### config.mk
export PLATFORM = sky130hd
export DESIGN_NAME = alm_irq_sqw
export DESIGN_NICKNAME = d
export VERILOG_FILES = /design/src/rtl/alm_pkg.sv /design/src/rtl/alm_regs.sv /design/src/rtl/alm_match.sv /design/src/rtl/alm_flags.sv /design/src/rtl/alm_sqw_div.sv /design/src/rtl/alm_irq_sqw.sv
export SDC_FILE = /design/constraint.sdc
export NUM_CORES = 1
export LEC_CHECK = 0
export CAP_MARGIN = 5
export CORE_MARGIN = 10
export CORE_UTILIZATION = 35
export CTS_CLUSTER_DIAMETER = 200
export DETAILED_ROUTE_END_ITERATION = 6
export PLACE_DENSITY = 0.68
export REMOVE_ABC_BUFFERS = 1
export SLEW_MARGIN = 10
export SYNTH_ARGS = -nofsm -noshare
export SYNTH_HDL_FRONTEND = slang
export SYNTH_SLANG_ARGS = --single-unit
### constraint.sdc
create_clock -name clk -period 1.3 [get_ports clk]
set_clock_uncertainty 0.05 [all_clocks]
set_input_delay 0.195 -clock clk [delete_from_list [all_inputs] [get_ports clk]]
set_output_delay 0.195 -clock clk [all_outputs]
set_load 0.02 [all_outputs]
### src/rtl/alm_pkg.sv
package alm_pkg;

    parameter int ADDR_W = 4;
    parameter int DATA_W = 8;
    parameter int DIV_W  = 15;
    parameter int N_ALM  = 2;

    localparam int TAP_8K = 1;
    localparam int TAP_4K = 2;
    localparam int TAP_1HZ = DIV_W - 1;

    localparam logic [ADDR_W-1:0] ADR_A1_SEC  = 4'h7;
    localparam logic [ADDR_W-1:0] ADR_A1_MIN  = 4'h8;
    localparam logic [ADDR_W-1:0] ADR_A1_HOUR = 4'h9;
    localparam logic [ADDR_W-1:0] ADR_A2_MIN  = 4'hB;
    localparam logic [ADDR_W-1:0] ADR_A2_HOUR = 4'hC;
    localparam logic [ADDR_W-1:0] ADR_CTRL    = 4'hE;
    localparam logic [ADDR_W-1:0] ADR_STAT    = 4'hF;

    typedef struct packed {
        logic [DATA_W-1:0] sec;
        logic [DATA_W-1:0] min;
        logic [DATA_W-1:0] hour;
    } bcd_time_t;

    typedef enum logic [1:0] {
        RATE_1HZ = 2'b00,
        RATE_4K  = 2'b01,
        RATE_8K  = 2'b10,
        RATE_32K = 2'b11
    } rate_e;

    typedef struct packed {
        rate_e rate;
        logic  route_sep;
        logic  a2_ie;
        logic  a1_ie;
    } ctrl_t;

    localparam int CTRL_W = $bits(ctrl_t);

    localparam ctrl_t CTRL_RST = '{rate: RATE_32K, route_sep: 1'b0,
                                   a2_ie: 1'b0, a1_ie: 1'b0};

    // bit7 of a setting byte masks the field
    function automatic logic field_hit(input logic [DATA_W-1:0] setv,
                                       input logic [DATA_W-1:0] now);
        return setv[DATA_W-1] || (setv[DATA_W-2:0] == now[DATA_W-2:0]);
    endfunction

endpackage

### src/rtl/alm_regs.sv
module alm_regs
    import alm_pkg::*;
(
    input  logic              clk,
    input  logic              rst,
    input  logic              wr_en,
    input  logic [ADDR_W-1:0] wr_addr,
    input  logic [DATA_W-1:0] wr_data,
    output ctrl_t             ctrl,
    output bcd_time_t         set_q [N_ALM]
);

    bcd_time_t a1_q;
    logic [DATA_W-1:0] a2_min_q, a2_hour_q;

    always_ff @(posedge clk) begin
        if (rst) begin
            ctrl      <= CTRL_RST;
            a1_q      <= '0;
            a2_min_q  <= '0;
            a2_hour_q <= '0;
        end else if (wr_en) begin
            case (wr_addr)
                ADR_CTRL:    ctrl      <= ctrl_t'(wr_data[CTRL_W-1:0]);
                ADR_A1_SEC:  a1_q.sec  <= wr_data;
                ADR_A1_MIN:  a1_q.min  <= wr_data;
                ADR_A1_HOUR: a1_q.hour <= wr_data;
                ADR_A2_MIN:  a2_min_q  <= wr_data;
                ADR_A2_HOUR: a2_hour_q <= wr_data;
                default: ;
            endcase
        end
    end

    // alarm 2 has no seconds setting: it compares against 00, unmasked
    always_comb begin
        set_q[0] = a1_q;
        set_q[1] = '{sec: '0, min: a2_min_q, hour: a2_hour_q};
    end

    a_r1_ctrl_reset: assert property (@(posedge clk)
        rst |=> (ctrl == CTRL_RST));

endmodule

### src/rtl/alm_match.sv
module alm_match
    import alm_pkg::*;
(
    input  bcd_time_t now,
    input  bcd_time_t setting,
    output logic      hit
);

    always_comb begin
        hit = field_hit(setting.sec,  now.sec)
            & field_hit(setting.min,  now.min)
            & field_hit(setting.hour, now.hour);
    end

endmodule

### src/rtl/alm_flags.sv
module alm_flags
    import alm_pkg::*;
(
    input  logic             clk,
    input  logic             rst,
    input  logic             tick,
    input  logic [N_ALM-1:0] hit,
    input  logic             stat_we,
    input  logic [N_ALM-1:0] stat_wd,
    output logic [N_ALM-1:0] flag
);

    for (genvar i = 0; i < N_ALM; i++) begin : g_flag
        logic clr, set;
        assign clr = stat_we & ~stat_wd[i];
        assign set = tick & hit[i];

        always_ff @(posedge clk) begin
            if (rst)        flag[i] <= 1'b0;
            else if (set)   flag[i] <= 1'b1;
            else if (clr)   flag[i] <= 1'b0;
        end

        // only a 0-write may drop a flag
        a_r5_sticky: assert property (@(posedge clk) disable iff (rst)
            (flag[i] && !(stat_we && !stat_wd[i])) |=> flag[i]);

        // a flag rises only after a tick
        a_r3_rise_needs_tick: assert property (@(posedge clk) disable iff (rst)
            $rose(flag[i]) |-> $past(tick));

        // set beats clear
        a_r6_set_wins: assert property (@(posedge clk) disable iff (rst)
            (tick && hit[i]) |=> flag[i]);
    end

endmodule

### src/rtl/alm_sqw_div.sv
module alm_sqw_div
    import alm_pkg::*;
(
    input  logic  clk,
    input  logic  rst,
    input  logic  osc,
    input  rate_e rate,
    output logic  sqw
);

    logic             osc_q;
    logic             rise;
    logic [DIV_W-1:0] cnt;

    assign rise = osc & ~osc_q;

    always_ff @(posedge clk) begin
        if (rst) begin
            osc_q <= 1'b0;
            cnt   <= '0;
        end else begin
            osc_q <= osc;
            if (rise) cnt <= cnt + 1'b1;
        end
    end

    always_comb begin
        unique case (rate)
            RATE_32K: sqw = osc_q;
            RATE_8K:  sqw = cnt[TAP_8K];
            RATE_4K:  sqw = cnt[TAP_4K];
            default:  sqw = cnt[TAP_1HZ];
        endcase
    end

    a_r11_count_holds: assert property (@(posedge clk) disable iff (rst)
        !(osc && !osc_q) |=> $stable(cnt));

endmodule

### src/rtl/alm_irq_sqw.sv
module alm_irq_sqw
    import alm_pkg::*;
(
    input  logic              clk,
    input  logic              rst,
    input  logic              tick_sec,
    input  logic [DATA_W-1:0] cur_sec,
    input  logic [DATA_W-1:0] cur_min,
    input  logic [DATA_W-1:0] cur_hour,
    input  logic              osc_32k,
    input  logic              wr_en,
    input  logic [ADDR_W-1:0] wr_addr,
    input  logic [DATA_W-1:0] wr_data,
    input  logic [ADDR_W-1:0] rd_addr,
    output logic [DATA_W-1:0] rd_data,
    output logic              pin_a_n,
    output logic              pin_a_oe,
    output logic              pin_b_n,
    output logic              pin_b_oe
);

    ctrl_t            ctrl;
    bcd_time_t        set_q [N_ALM];
    bcd_time_t        now;
    logic [N_ALM-1:0] hit;
    logic [N_ALM-1:0] flag;
    logic [N_ALM-1:0] live;
    logic             sqw;

    assign now = '{sec: cur_sec, min: cur_min, hour: cur_hour};

    alm_regs u_regs (
        .clk(clk), .rst(rst), .wr_en(wr_en), .wr_addr(wr_addr),
        .wr_data(wr_data), .ctrl(ctrl), .set_q(set_q)
    );

    for (genvar i = 0; i < N_ALM; i++) begin : g_match
        alm_match u_match (.now(now), .setting(set_q[i]), .hit(hit[i]));
    end

    alm_flags u_flags (
        .clk(clk), .rst(rst), .tick(tick_sec), .hit(hit),
        .stat_we(wr_en && wr_addr == ADR_STAT),
        .stat_wd(wr_data[N_ALM-1:0]), .flag(flag)
    );

    alm_sqw_div u_div (
        .clk(clk), .rst(rst), .osc(osc_32k), .rate(ctrl.rate), .sqw(sqw)
    );

    assign live = flag & {ctrl.a2_ie, ctrl.a1_ie};

    always_comb begin
        if (ctrl.route_sep) begin
            pin_a_oe = live[0];
            pin_b_oe = live[1];
        end else begin
            pin_a_oe = |live;
            pin_b_oe = ~sqw;
        end
        pin_a_n = ~pin_a_oe;
        pin_b_n = ~pin_b_oe;
    end

    always_comb begin
        unique case (rd_addr)
            ADR_A1_SEC:  rd_data = set_q[0].sec;
            ADR_A1_MIN:  rd_data = set_q[0].min;
            ADR_A1_HOUR: rd_data = set_q[0].hour;
            ADR_A2_MIN:  rd_data = set_q[1].min;
            ADR_A2_HOUR: rd_data = set_q[1].hour;
            ADR_CTRL:    rd_data = DATA_W'(ctrl);
            ADR_STAT:    rd_data = DATA_W'(flag);
            default:     rd_data = '0;
        endcase
    end

    // with both enables low, no alarm can pull pin A
    a_r9_gate: assert property (@(posedge clk) disable iff (rst)
        (!ctrl.a1_ie && !ctrl.a2_ie) |-> !pin_a_oe);

    // separate routing, pin B follows alarm 2 only
    a_r7_pin_b: assert property (@(posedge clk) disable iff (rst)
        (ctrl.route_sep && !(flag[1] && ctrl.a2_ie)) |-> !pin_b_oe);

endmodule

## Word-level counts from Yosys, hierarchy flattened

Cells that the tools add are included.

- Input port bits: 45
- Output and inout port bits: 12
- Bits in registers: 63

- Add/sub/neg operators: 1
- Equal/unequal tests: 22
- Reductions and logical operators: 16
- Bitwise operators: 16
- Multiplexer cells: 8

Operators with widths:

| cell | count |
|---|---|
| case mux 8 bit (7 select lines) | 1 |
| == test 4 bit (second input constant) | 12 |
| == test 7 bit | 5 |
| adder 15 x 1 -> 15 bit (second input constant) | 1 |
| AND reduction 2 bit | 6 |
| AND 1 bit | 9 |
| == test 4 x 3 -> 1 bit (second input constant) | 2 |
| logical NOT 7 bit | 1 |
| 2-to-1 mux 1 bit | 6 |
| NOT 1 bit | 6 |
| logical OR 1 bit | 5 |
| == test 2 bit (second input constant) | 2 |
| nonzero test 2 bit | 2 |
| case mux 1 bit (3 select lines) | 1 |
| AND 2 bit | 1 |
| == test 2 x 1 -> 1 bit (second input constant) | 1 |
| OR reduction 2 bit | 1 |
| logical AND 1 bit | 1 |

## Logic depth before layout (Yosys ltp)

Gate-level depths: netlist of run 1.

- Depth after elaboration: 6
- Gate-level depth with buffers: 5

## Modules after synthesis

A second synthesis of run 1 with hierarchy kept.

- Cell total of the unflattened synthesis: 401
- Area, all modules: 3728.6 sq um

Modules (own cells, without submodules):

| module | area each (sq um) | sequential area each (sq um) | instances | cells an instance |
|---|---|---|---|---|
| alm_regs | 1890.6 | 900.9 | 1 | 184 |
| alm_sqw_div | 730.7 | 320.3 | 1 | 76 |
| alm_irq_sqw | 551.8 | 0.0 | 1 | 75 |
| alm_match | 234.0 | 0.0 | 2 | 28 |
| alm_flags | 87.6 | 40.0 | 1 | 10 |

## Worst setup path before layout of run 1

No wires, ideal clock.

- Kind: register to output
- From: register u_div.cnt[2]
- To: output port pin_b_n
- Arrival: 1.491 ns
- Path buffers: 1
- Data required time: 1.055 ns
- Slack: -0.436 ns
- Cell stages (with the launch flop): 5
- Path through: dfxtp_1 -> buf_2 -> mux4_2 -> mux2i_1 -> inv_1

- Longest elaborated chain between the ends: 4

Ends and longest elaborated chain:

| what | line | source |
|---|---|---|
| start: declaration | alm_sqw_div.sv:13 | `logic [DIV_W-1:0] cnt;` |
| start signal: assignment | alm_sqw_div.sv:23 | `if (rise) cnt <= cnt + 1'b1;` |
| case mux 1 bit (3 select lines) | alm_sqw_div.sv:28 | `unique case (rate)` |
| NOT 1 bit | alm_irq_sqw.sv:59 | `pin_b_oe = ~sqw;` |
| 2-to-1 mux 1 bit | alm_irq_sqw.sv:54 | `if (ctrl.route_sep) begin` |
| named net pin_b_oe | alm_irq_sqw.sv:19 | `output logic pin_b_oe` |
| NOT 1 bit | alm_irq_sqw.sv:62 | `pin_b_n = ~pin_b_oe;` |
| end: declaration | alm_irq_sqw.sv:18 | `output logic pin_b_n,` |

The timed path passes the listed nets, and every way through them passes these cells.

## Worst setup path in the final report of run 1

- From: register u_regs.ctrl[3] (netlist name)
- To: output port pin_b_n

- Longest elaborated chain between the ends: 5

Ends and longest elaborated chain:

| what | line |
|---|---|
| == test 2 x 1 -> 1 bit / == test 2 bit (equally long branches) | alm_sqw_div.sv:28 |
| case mux 1 bit (3 select lines) (*) | alm_sqw_div.sv:28 |
| NOT 1 bit (*) | alm_irq_sqw.sv:59 |
| 2-to-1 mux 1 bit (*) | alm_irq_sqw.sv:54 |
| NOT 1 bit (*) | alm_irq_sqw.sv:62 |

Mark *: on every way between the ends. The rest lies on a longest branch, timed or not.

==> results of run 1 <==
-- worst min path at each step --
stage | slack (ns) | to | cells past startpoint
2_1_floorplan | 0.21 | u_div.cnt[5]$_SDFFE_PP0P_ | 1
3_5_place_dp | 0.45 | u_regs.a2_min_q[3]$_SDFFE_PP0P_ | 2
5_1_grt | 0.21 | u_regs.ctrl[3]$_SDFFE_PP1P_ | 3
6_report | 0.19 | u_regs.ctrl[4]$_SDFFE_PP1P_ | 3
3_3_place_gp | 0.45 | u_regs.a2_min_q[3]$_SDFFE_PP0P_ | 2
4_1_cts | 0.18 | u_regs.ctrl[4]$_SDFFE_PP1P_ | 3
-- registers in the layout (all words and copies together), names as in the netlist --
name	flops
u_regs.set_q	24
u_div.cnt	15
u_regs.a2_hour_q	8
u_regs.a2_min_q	8
u_regs.ctrl	5
u_flags.flag	2
u_div.osc_q	1
-- final cells by class --
| class | instances | area [um2] | share of cell area (%) |
|---|---|---|---|
| tap | 111 | 138.9 | 2.592 |
| multi-input combinational | 275 | 2277 | 42.50 |
| clock buffer | 10 | 137.6 | 2.569 |
| sequential | 63 | 1294 | 24.15 |
| inverter | 3 | 11.26 | 0.2102 |
| clock inverter | 6 | 93.84 | 1.752 |
| timing repair buffer | 156 | 1405 | 26.23 |
-- worst min-delay path, stage by stage --
cell     delay [ns]
buf_2          0.12
inv_1          0.14
nand2_1        0.08
-- cells in the mapped netlist, drive strengths merged --
cell     number  area [um2]
dfxtp        63        1261
nor2         52       197.7
mux2i        43       430.4
xor2         26       227.7
nand2        25       93.84
xnor2        22       192.7
nand3        17       85.08
a22oi        15       112.6
o21ai        12       60.06
nor4         10       62.56
a21oi         8       40.04
buf           8       53.80
nand4         7       43.79
nor3          7       51.30
clkbuf        6       22.52
a41oi         5       43.79
nor3b         4       51.30
and3          3       18.77
inv           3       11.26
nor2b         3       18.77
or3           3       18.77
o311ai        2       17.52
a221oi        1       8.760
and4b         1       10.01
ha            1       12.51
mux4          1       22.52
nand2b        1       6.260
nand3b        1       11.26
nand4b        1       15.01
nor4bb        1       10.01
o2bb2ai       1       8.760
o31ai         1       7.510
o41ai         1       8.760
-- cells by family (layout without fill, tap and decap cells) --
group                    count (synthesis)  count (layout)  synth area share [%]
AO/OA/AOI/OAI                           46              46                 9.510
buffers and inverters                   17             175                 2.706
flip-flops                              63              63                 38.96
multiplexers                            44              44                 13.99
XOR/XNOR                                48              48                 12.99
AND/OR/NAND/NOR                        136             136                 21.45
adder cells (fa/ha/maj)                  1               1                0.3865
-- metal layers --
metal / vias up / routed length, um / part of all wire (%) / GRT usage, %
met5: - / 0 / 0 / 0
met4: 0 / 191 / 1.7 / 5.254
met3: 21 / 608 / 5.5 / 3.595
met2: 98 / 5980 / 54 / 31.21
met1: 1582 / 4343 / 39 / 17.30
li1: 1575 / - / - / -
-- power groups by stage --
stage	sequential (W)	combinational (W)	clock (W)
2_1_floorplan	0.00202	0.000170	0
3_3_place_gp	0.00202	0.000556	0
3_5_place_dp	0.00202	0.000564	0
4_1_cts	0.00197	0.000630	0.00198
5_1_grt	0.00197	0.000692	0.00205
6_report	0.00197	0.000651	0.00195
-- stage by stage --
| step | utilization, % | worst slack, ns |
|---|---|---|
| 6_report | 58.82 | -0.5375 |
| 5_1_grt | 58.82 | -0.5655 |
| 4_1_cts | 56.79 | -0.5555 |
| 3_5_place_dp | 49.44 | -1.291 |
| 3_3_place_gp | 49.44 | -1.228 |
| 2_1_floorplan | - | -0.5972 |
-- repair_timing --
item	CTS	global route
pin swaps	31	16
setup buffers	13	2
gates cloned	2	0
hold endpoints to repair	0	0
resized for setup	177	44
hold buffers	0	0
setup endpoints to repair	59	42
==> flow_metrics.env, run 1 <==
export IMPL_finalCritPeriodShare_pct=141.3
export IMPL_worst_slew_pin_transition_ns=0.3220
export IMPL_grt_pass1_wl_um=17510
export IMPL_mostFrequentLayoutCell="buf_4"
export IMPL_drc_errors=0
export IMPL_post_dp_cell_area_um2=4503
export IMPL_crit_type="flip-flop to output pin"
export IMPL_cts_htree_levels=3
export IMPL_postRouteAntennaNets=0
export IMPL_pwr_share_seq_pct=43.2
export IMPL_max_stage_delay_ns=0.50
export IMPL_syn_avg_cell_area_um2=9.118
export IMPL_antenna_found_initial=0
export IMPL_clock_sinks=63
export IMPL_drt_iter0_markers=155
export IMPL_yosys_warnings=0
export IMPL_routed_wl_um=11120
export IMPL_final_instance_count_excl_fill=624
export IMPL_core_area_um2=9109
export IMPL_firstDrtPassIters=6
export IMPL_setup_viol=20
export IMPL_grt_pass1_vias=3496
export IMPL_syn_area_um2=3237
export IMPL_start_util_pct=35.54
export IMPL_total_power_w=0.004570
export IMPL_tns_ns=-3.714
export IMPL_area_growth_pct=65.52
export IMPL_route_vias_total=3276
export IMPL_fillers=728
export IMPL_overflow=0
export IMPL_io_buffers=53
export IMPL_ys_seq_elements=63
export IMPL_crit_buf_inv=2
export IMPL_critPathCaptureType="output pin"
export IMPL_max_freq_mhz=544.2
export IMPL_boundaryPins=57
export IMPL_cap_violations=0
export IMPL_worst_hold_slack_ns=0.1898
export IMPL_cts_buffers=9
export IMPL_slew_violations=0
export IMPL_gp_congestion=0.9051
export IMPL_die_h_um=116.2
export IMPL_reg2reg_depth=4
export IMPL_required_ns=1.05
export IMPL_slew_headroom_pct=78.26
export IMPL_critPathLaunchType="flip-flop"
export IMPL_slowest_stage="mux4_2"
export IMPL_cts_root_buffer="clkbuf_8"
export IMPL_grt_max_degree=60
export IMPL_grt_setup_unrepaired="yes"
export IMPL_drt_vias_per_instance=5.250
export IMPL_die_area_um2=13490
export IMPL_powerDensity_nw_per_um2=853.0
export IMPL_cpLargestDelayFamily="multiplexers"
export IMPL_finalNetCount=554
export IMPL_rows=35
export IMPL_finalCriticalPeriod_ns=1.837
export IMPL_power_frac_comb_pct=14.2
export IMPL_final_layout_size_suffix_gt1_share_pct=42.50
export IMPL_startpoint="u_regs.ctrl[3]$_SDFFE_PP1P_"
export IMPL_antenna_cells=0
export IMPL_p_switching_w=0.001137
export IMPL_clock_path_buffers=2
export IMPL_hold_viol=0
export IMPL_final_cell_mix="81 x buf_4, 50 x nor2_1, 43 x dfxtp_1"
export IMPL_min_from="rst"
export IMPL_leakagePower_nw=2.403
export IMPL_fin_ws_ns=-0.5375
export IMPL_vdd_ir_drop_max_uv=630.6
export IMPL_synth_cells=355
export IMPL_die_w_um=116.2
export IMPL_grt_usage_pct=16.35
export IMPL_worst_path_max_fanout=2
export IMPL_worst_r2r_setup_slack_ns=-0.21
export IMPL_final_area_um2=5358
export IMPL_yosysUniqueCellTypes=41
export IMPL_post_drt_wl_per_cell_um=17.83
export IMPL_failed_checks="negative setup slack"
export IMPL_pwr_share_clk_pct=42.6
export IMPL_outcome="finished with violations"
export IMPL_cts_tree="built"
export IMPL_r2r_start="u_regs.set_q[24]$_SDFFE_PP0P_"
export IMPL_r2r_end="u_flags.flag[0]$_SDFFE_PP0P_"
export IMPL_switching_share_pct=24.87
export IMPL_clock_latency_ns=0.33
export IMPL_arrival_ns=1.59
export IMPL_seq_area_frac_synth_pct=38.96
export IMPL_p_int_w=0.003433
export IMPL_path_clk_slew_ns=0.07
export IMPL_dp_cells=592
export IMPL_path_depth=4
export IMPL_endpoint="pin_b_n"
export IMPL_hold_class="input pin to flip-flop"
export IMPL_dp_hpwl_um=7926
export IMPL_path_cells="mux4_2 > mux2i_2 > inv_1 > buf_6"
Power figures use the tool's default switching activity.
==> run 2: changes to the inputs <==
--- a/config.mk
+++ b/config.mk
@@ -5,7 +5,7 @@
 export SDC_FILE = /design/constraint.sdc
 export NUM_CORES = 1
 export LEC_CHECK = 0
-export CAP_MARGIN = 5
+export CAP_MARGIN = 10
 export CORE_MARGIN = 10
 export CORE_UTILIZATION = 35
 export CTS_CLUSTER_DIAMETER = 200
==> results of run 2 <==
No change in the layout: final DEF, timing and power equal those of run 1.
==> run 3: changes to the inputs <==
--- a/config.mk
+++ b/config.mk
@@ -16,3 +16,4 @@
 export SYNTH_ARGS = -nofsm -noshare
 export SYNTH_HDL_FRONTEND = slang
 export SYNTH_SLANG_ARGS = --single-unit
+export TNS_END_PERCENT = 20
==> flow_metrics.env, run 3 (synthesis results as in run 1) <==
export IMPL_outcome="finished with violations"
export IMPL_failed_checks="negative setup slack"
export IMPL_r2r_start="u_div.osc_q$_SDFF_PP0_"
export IMPL_boundaryPins=57
export IMPL_overflow=0
export IMPL_cts_htree_levels=3
export IMPL_grt_setup_unrepaired="yes"
export IMPL_slew_headroom_pct=75.90
export IMPL_start_util_pct=35.54
export IMPL_die_area_um2=13490
export IMPL_clock_sinks=63
export IMPL_routed_wl_um=11220
export IMPL_cts_buffers=9
export IMPL_cts_root_buffer="clkbuf_8"
export IMPL_slowest_stage="mux4_2"
export IMPL_gr_max_usage_layer="met2"
export IMPL_postCtsHoldBufs=0
export IMPL_dp_hpwl_um=7926
export IMPL_total_power_w=0.004570
export IMPL_pwr_share_clk_pct=42.6
export IMPL_final_cell_mix="79 x buf_4, 50 x nor2_1, 45 x dfxtp_1"
export IMPL_mostFrequentLayoutCell="buf_4"
export IMPL_die_h_um=116.2
export IMPL_critPathCaptureType="output pin"
export IMPL_met3_usage_pct=3.595
export IMPL_die_w_um=116.2
export IMPL_grt_pass1_wl_um=16890
export IMPL_r2r_end="u_div.cnt[14]$_SDFFE_PP0P_"
export IMPL_antenna_found_initial=0
export IMPL_worstHoldEndpoint="u_regs.ctrl[4]$_SDFFE_PP1P_"
export IMPL_final_layout_size_suffix_gt1_share_pct=41.06
export IMPL_drc_errors=0
export IMPL_finalCriticalPeriod_ns=1.809
export IMPL_worst_slew_pin_transition_ns=0.3583
export IMPL_finalNetCount=550
export IMPL_use_met1_pct=16.69
export IMPL_grt_pass1_vias=3402
export IMPL_worst_path_max_fanout=2
export IMPL_worst_hold_slack_ns=0.1920
export IMPL_postRouteAntennaNets=0
export IMPL_hold_viol=0
export IMPL_gp_congestion=0.9051
export IMPL_fillers=748
export IMPL_tns_ns=-4.555
export IMPL_leakagePower_nw=2.328
export IMPL_p_int_w=0.003433
export IMPL_core_area_um2=9109
export IMPL_slew_violations=0
export IMPL_critPathLaunchType="flip-flop"
export IMPL_crit_type="flip-flop to output pin"
export IMPL_worst_r2r_setup_slack_ns=-0.27
export IMPL_max_stage_delay_ns=0.50
export IMPL_grt_usage_pct=15.82
export IMPL_grt_max_degree=60
export IMPL_fin_util_pct=57.95
export IMPL_setup_viol=40
export IMPL_route_vias_total=3260
export IMPL_path_cells="mux4_2 > mux2i_2 > inv_1 > buf_6"
export IMPL_post_drt_wl_per_cell_um=18.10
export IMPL_met2_usage_pct=30.07
export IMPL_fin_ws_ns=-0.5092
export IMPL_clock_path_buffers=2
export IMPL_path_clk_slew_ns=0.07
export IMPL_p_switching_w=0.001137
export IMPL_cap_violations=0
export IMPL_reg2reg_depth=5
export IMPL_min_from="rst"
export IMPL_area_growth_pct=63.08
export IMPL_hold_class="input pin to flip-flop"
export IMPL_drt_iter0_markers=201
export IMPL_io_buffers=53
export IMPL_powerDensity_nw_per_um2=865.7
export IMPL_power_frac_comb_pct=14.3
export IMPL_cts_tree="built"
export IMPL_arrival_ns=1.56
export IMPL_finalCritPeriodShare_pct=139.2
export IMPL_largest_reg_flops=24
export IMPL_required_ns=1.05
export IMPL_firstDrtPassIters=4
export IMPL_hold_depth=3
export IMPL_vdd_ir_drop_max_uv=643.2
export IMPL_max_freq_mhz=552.7
export IMPL_pwr_share_seq_pct=43.2
export IMPL_antenna_cells=0
export IMPL_switching_share_pct=24.88
export IMPL_drt_vias_per_instance=5.258
export IMPL_rows=35
export IMPL_clock_latency_ns=0.33
==> run 3: cell types whose count changed in the layout (fill, tap and decap cells not counted), moves of 2 or more <==
cell,change
dfxtp_2,-2
dfxtp_1,+2
nor3_2,+2
buf_4,-2
nor3_4,-2
==> run 3: metal layers <==
metal  routed length (um)  part of all wire, %
met1                 4448                   40
met2                 6041                   54
met3                  525                  4.7
met4                  205                  1.8
met5                    0                    0
==> run 3: area by class of cell <==
class | instances | area [um2] | area share (%)
clock inverters | 6 | 93.84 | 1.778
clock buffers | 10 | 137.6 | 2.607
inverters | 3 | 11.26 | 0.2133
repair buffers | 152 | 1365 | 25.86
well taps | 111 | 138.9 | 2.631
multi-input cells | 275 | 2241 | 42.45
flip-flops and latches | 63 | 1291 | 24.46
==> run 3: power groups by stage <==
stage / combinational, W / clock (W) / sequential (W)
after global routing: 0.000692 / 0.00205 / 0.00197
after floorplan: 0.000170 / 0 / 0.00202
after global placement: 0.000556 / 0 / 0.00202
final: 0.000653 / 0.00194 / 0.00197
after CTS: 0.000625 / 0.00198 / 0.00197
after detailed placement: 0.000564 / 0 / 0.00202
==> run 3: repair_timing <==
action / in CTS / in global routing
pin swaps: 22 / 18
endpoints found under the setup margin: 59 / 66
resized for setup: 156 / 55
buffers inserted: 8 / 4
cloned: 2 / 0
==> run 3: how the worst max path moves through the flow <==
stage | start | end | slack [ns]
floorplan | wr_addr[2] | u_regs.set_q[24]$_SDFFE_PP0P_ | -0.60
global placement | rd_addr[2] | rd_data[2] | -1.23
detailed placement | rd_addr[2] | rd_data[6] | -1.29
CTS | u_regs.ctrl[3]$_SDFFE_PP1P_ | pin_b_n | -0.56
global route | u_regs.ctrl[3]$_SDFFE_PP1P_ | pin_b_n | -0.56
finish | u_regs.ctrl[3]$_SDFFE_PP1P_ | pin_b_n | -0.51
==> run 3: critical path, delay by kind of cell (launching register included) <==
family	cells	cell delay [ns]
DFF	1	0.36
muxes	2	0.68
buffers and inverters	2	0.20
==> run 3: metrics by stage <==
step | setup slack [ns] | instances | instance area [um2]
2_1_floorplan | -0.5972 | 341 | 3161
3_3_place_gp | -1.228 | 592 | 4503
3_5_place_dp | -1.291 | 592 | 4503
4_1_cts | -0.5555 | 617 | 5037
5_1_grt | -0.5578 | 620 | 5279
6_report | -0.5092 | 620 | 5279
